File: config.mk
export PLATFORM = sky130hd
export DESIGN_NAME = pkt_xor_stage
export DESIGN_NICKNAME = d
export VERILOG_FILES = /design/src/rtl/pxs_pkg.sv /design/src/rtl/pxs_key_bank.sv /design/src/rtl/pxs_pos_track.sv /design/src/rtl/pxs_pipe_reg.sv /design/src/rtl/pkt_xor_stage.sv
export SDC_FILE = /design/constraint.sdc
export NUM_CORES = 1
export LEC_CHECK = 0
export BUFFER_PORTS_ARGS = -buffer_cell sky130_fd_sc_hd__buf_2
export CAP_MARGIN = 20
export CORE_MARGIN = 10
export CORE_UTILIZATION = 45
export CTS_CLUSTER_SIZE = 14
export DETAILED_ROUTE_END_ITERATION = 10
export PLACE_DENSITY = 0.79
export SLEW_MARGIN = 10
export SYNTH_ARGS = -nofsm -noshare
export SYNTH_HDL_FRONTEND = slang
export SYNTH_SLANG_ARGS = --single-unit
export TNS_END_PERCENT = 30
File: constraint.sdc
create_clock -name clk -period 1.7 [get_ports clk]
set_clock_uncertainty 0.15 [all_clocks]
set_input_delay 0.34 -clock clk [delete_from_list [all_inputs] [get_ports clk]]
set_output_delay 0.34 -clock clk [all_outputs]
set_load 0.01 [all_outputs]
File: src/rtl/pxs_pkg.sv
package pxs_pkg;

  // Next value of a word counter that stops at lim
  function automatic int sat_inc(input int cur, input int lim);
    return (cur >= lim) ? lim : cur + 1;
  endfunction

  // A word index lies in the header region when below the header length
  function automatic bit in_header(input int idx, input int hdr_words);
    return idx < hdr_words;
  endfunction

endpackage

File: src/rtl/pxs_key_bank.sv
module pxs_key_bank #(
  parameter int KEY_W = 32
) (
  input  logic             clk,
  input  logic             rst_n,
  input  logic             wr_en,
  input  logic [KEY_W-1:0] wr_key,
  input  logic             commit,
  output logic [KEY_W-1:0] key_now,
  output logic [KEY_W-1:0] active_key
);
  logic [KEY_W-1:0] pending_q;
  logic [KEY_W-1:0] active_q;

  always_ff @(posedge clk) begin
    if (!rst_n) begin
      pending_q <= '0;
      active_q  <= '0;
    end else begin
      if (wr_en)  pending_q <= wr_key;
      if (commit) active_q  <= pending_q;
    end
  end

  assign key_now    = commit ? pending_q : active_q;
  assign active_key = active_q;
endmodule

File: src/rtl/pxs_pos_track.sv
module pxs_pos_track #(
  parameter int HDR_WORDS = 2
) (
  input  logic clk,
  input  logic rst_n,
  input  logic adv,
  input  logic sop,
  output logic is_hdr
);
  import pxs_pkg::*;
  localparam int CNT_W = $clog2(HDR_WORDS + 1);

  logic [CNT_W-1:0] cnt_q;
  int idx;

  always_comb begin
    idx    = sop ? 0 : int'(cnt_q);
    is_hdr = in_header(idx, HDR_WORDS);
  end

  always_ff @(posedge clk) begin
    if (!rst_n) cnt_q <= '0;
    else if (adv) cnt_q <= CNT_W'(sat_inc(idx, HDR_WORDS));
  end
endmodule

File: src/rtl/pxs_pipe_reg.sv
module pxs_pipe_reg #(
  parameter int W = 8
) (
  input  logic         clk,
  input  logic         rst_n,
  input  logic         load,
  input  logic         take,
  input  logic [W-1:0] d,
  output logic [W-1:0] q,
  output logic         q_valid
);
  always_ff @(posedge clk) begin
    if (!rst_n) begin
      q_valid <= 1'b0;
      q       <= '0;
    end else if (load) begin
      q_valid <= 1'b1;
      q       <= d;
    end else if (take) begin
      q_valid <= 1'b0;
    end
  end
endmodule

File: src/rtl/pkt_xor_stage.sv
module pkt_xor_stage #(
  parameter int DATA_W    = 64,
  parameter int KEY_W     = 32,
  parameter int HDR_WORDS = 2
) (
  input  logic                clk,
  input  logic                rst_n,
  input  logic                in_valid,
  output logic                in_ready,
  input  logic [DATA_W-1:0]   in_data,
  input  logic                in_sop,
  input  logic                in_eop,
  input  logic [DATA_W/8-1:0] in_be,
  output logic                out_valid,
  input  logic                out_ready,
  output logic [DATA_W-1:0]   out_data,
  output logic                out_sop,
  output logic                out_eop,
  output logic [DATA_W/8-1:0] out_be,
  input  logic                key_wr_en,
  input  logic [KEY_W-1:0]    key_wr_data
);
  localparam int BE_W   = DATA_W / 8;
  localparam int REPS   = DATA_W / KEY_W;
  localparam int BEAT_W = DATA_W + BE_W + 2;

  function automatic logic [DATA_W-1:0] spread_key(input logic [KEY_W-1:0] k);
    logic [DATA_W-1:0] m;
    for (int i = 0; i < REPS; i++) m[i*KEY_W +: KEY_W] = k;
    return m;
  endfunction

  // Named internal events, used by the checker
  logic              acc;
  logic              sop_acc;
  logic              payload_word;
  logic [KEY_W-1:0]  key_now;
  logic [KEY_W-1:0]  active_key;
  logic [DATA_W-1:0] mask_now;
  logic [BEAT_W-1:0] beat_d, beat_q;
  logic              is_hdr;

  assign in_ready     = !out_valid || out_ready;
  assign acc          = in_valid && in_ready;
  assign sop_acc      = acc && in_sop;
  assign payload_word = !is_hdr;

  pxs_key_bank #(.KEY_W(KEY_W)) u_key (
    .clk(clk), .rst_n(rst_n), .wr_en(key_wr_en), .wr_key(key_wr_data),
    .commit(sop_acc), .key_now(key_now), .active_key(active_key)
  );

  pxs_pos_track #(.HDR_WORDS(HDR_WORDS)) u_pos (
    .clk(clk), .rst_n(rst_n), .adv(acc), .sop(in_sop), .is_hdr(is_hdr)
  );

  assign mask_now = payload_word ? spread_key(key_now) : '0;
  assign beat_d   = {in_sop, in_eop, in_be, in_data ^ mask_now};

  pxs_pipe_reg #(.W(BEAT_W)) u_out (
    .clk(clk), .rst_n(rst_n), .load(acc), .take(out_ready),
    .d(beat_d), .q(beat_q), .q_valid(out_valid)
  );

  assign out_sop  = beat_q[BEAT_W-1];
  assign out_eop  = beat_q[BEAT_W-2];
  assign out_be   = beat_q[DATA_W +: BE_W];
  assign out_data = beat_q[DATA_W-1:0];
endmodule

==> reports/summary.txt <==
Worst VDD drop - 0.716 mV
CTS Sinks - 141
die width - 135 um
die footprint - 0.0181 sq mm
antenna violations before repair - 1
post-synthesis compound-gate area fraction - 15.6%
hold_sp - key_wr_data[5]
sequential standard cell area - 0.00282 sq mm
CP Launch Type - flip-flop
layout net count - 911
I/O Pins - 187
gr usage total - 18.3%
most frequent cells in the layout - buf_2, dfxtp_1, a21oi_1
initial core utilization - 46.3%
final critical-path share of the clock period - 99.3%
largest net degree at the start of global routing - 84
Least-Margin Pin Slew - 0.463 ns
hold crit path type - primary input to flip-flop
grt ovf - 0
sequential cell area fraction in the yosys report - 47.7%
Worst Setup SP - u_out.q_valid
router iterations before antenna repair - 5
post-synthesis mux area share - 10.8%
CTS tree - yes
root buffer cell - clkbuf_16
max_cap viols - 0
minimum clock period after layout - 1.69 ns
Vias/cell - 5.15
leading area contributor after synthesis - dfxtp_1
Post-Layout Cell Count - 985
total CTS buffers - 17
clock transition at the registers of the reported paths - 0.06 ns
sw frac - 24.6%
syn_nets - 736
sequential power share - 44.0%
core box area - 0.0128 sq mm
# fillers - 1060
Yosys reg bits - 141
Yosys Warn Count - 0
distinct cell type count after synthesis - 25
combinational power share - 12.6%
initial drt markers - 366
Post-Route WL - 17400 um
Syn-to-layout area delta - 30.4%
Setup-failing EPs final - 0
worst hold margin - 0.0179 ns
Crit path arrival time - 1.20 ns
static leakage - 3.29 nW
Total Power - 8.22 mW
Cell Rows - 41
H-tree levels - 4
number of buffers inserted by hold repair at cts - 0
area share of the largest cell type after synthesis - 47.7%
IO Port Bufs - 186
WP data required - 1.21 ns
Post-Syn Area - 0.00592 sq mm
layout cell share with drive strength beyond 1 - 30.9%
PD cells - 1060 mW/mm^2
origin of the critical flop-to-flop path - u_out.q_valid
critical path class - flip-flop to primary output
clock share of power - 43.4%
final instance area - 0.00772 sq mm
main combinational cell family by area after synthesis - compound AO/OA/AOI/OAI gates
P_sw - 2.03 mW
Synth Instances - 625
DRC violations left - 0
fin util - 60.4%
Avg Synthesized Cell Area - 9.47 sq um
placed cells - 945
simple-gate portion of the synthesized area - 11.7%
dpl hpwl - 12400 um
post-route ant nets - 0
max-slew violations - 0
Synth area leaders - dfxtp_1, mux2i_1, xor2_1, a211oi_1, a21oi_1
first-pass GRT wire length - 26900 um
vias in the first global route - 5062
Synth Area in XOR/XNOR - 9.47%
Die H - 135 um
final hold vios - 0
commonest non-fill, non-tap cell in the layout - buf_2
clk_lat worst skew - 0.41 ns
area occupied by multi-input gates - 0.00282 sq mm
Placer Congestion - 0.865
RSZ-0062 raised after global routing - true
f_max - 592 MHz
Power Internal - 6.19 mW
status - finished clean
routed vias - 5072
Max clock buf depth - 2
CP endpoint kind - primary output
Post-DP Area - 0.00707 sq mm
adder-cell share of the synthesized area - 0%
Routed wire per std cell - 17.6 um
CP Max Fanout - 7
Rel. slew slack - 69.1%
==> metrics by stage <==
| step | TNS (ns) | setup slack, ns |
|---|---|---|
| 2_1_floorplan | 0 | 0.173 |
| 6_report | 0 | 0.0115 |
| 4_1_cts | 0 | 0.0134 |
| 3_5_place_dp | 0 | 0.0579 |
| 5_1_grt | -0.0199 | -0.0199 |
| 3_3_place_gp | 0 | 0.129 |
==> critical path, stage by stage, from the launching register on <==
cell	delay, ns
dfxtp_2	0.33
nor2b_4	0.17
inv_4	0.05
buf_8	0.13
buf_6	0.11
==> state kept, by name (all words and copies together), names as in the netlist <==
name,flops
u_key.pending_q,32
u_pos.cnt_q,2
u_out.q_valid,1
u_key.active_key,32
u_out.q,74
==> final cells by class <==
type                    instances  share of cell area, %
well taps                     172                   2.79
multi-input cells             423                   36.5
clock buffers                  19                   5.87
flip-flops and latches        141                   36.6
inverters                       3                  0.194
diodes                          1                 0.0324
repair buffers                214                   16.4
clock inverters                12                   1.57
==> power by group through the flow <==
stage               Clock [mW]  Sequential [mW]  Combinational [mW]
global placement             0             3.68                1.00
detailed placement           0             3.68                1.02
floorplan                    0             3.73               0.512
finish                    3.56             3.62                1.04
global route              3.73             3.64                1.14
CTS                       3.61             3.61                1.03
==> metal layers <==
| layer | part of all wire (%) | up-vias | global-route usage, % |
|---|---|---|---|
| met4 | 2.9 | 0 | 8.22 |
| met5 | 0 | - | 0 |
| met2 | 46 | 179 | 27.5 |
| met3 | 5.6 | 37 | 4.41 |
| li1 | - | 2530 | - |
| met1 | 46 | 2326 | 24.4 |
==> repair_timing <==
item / 4_1_cts / 5_1_grt
setup buffers: 1 / 7
resized for setup: 5 / 0
pin swaps: 0 / 0
setup endpoints to repair: 1 / 1
==> path summary, 6_finish.rpt <==
path | slack (ns) | depth (start not counted) | end
min reg2reg | 0.31 | 2 | u_key.active_key[15]
min | 0.02 | 3 | u_key.pending_q[5]
max | 0.01 | 4 | in_ready
max reg2reg | 0.11 | 6 | u_key.active_key[7]
==> cell families (layout without fill, tap and decap cells) <==
| logic type | count (synthesis) | after routing |
|---|---|---|
| AO/OA/AOI/OAI | 151 | 151 |
| XOR/XNOR | 64 | 64 |
| buffers and inverters | 61 | 248 |
| flip-flops | 141 | 141 |
| multiplexers | 64 | 64 |
| other | 0 | 1 |
| AND/OR/NAND/NOR | 144 | 144 |
==> synthesized netlist by cell type, drive strengths merged <==
cell type and instances:
dfxtp 141, a21oi 75, a211oi 64, mux2i 64, nand2 64, xor2 64
nor2 34, clkbuf 33, nand3b 32, buf 25, nand3 9, o21ai 9
inv 3, nor3 2, a21boi 1, a31oi 1, and3 1, nor2b 1
nor4 1, o21a 1
No activity file was read; power rests on OpenSTA's default activity.
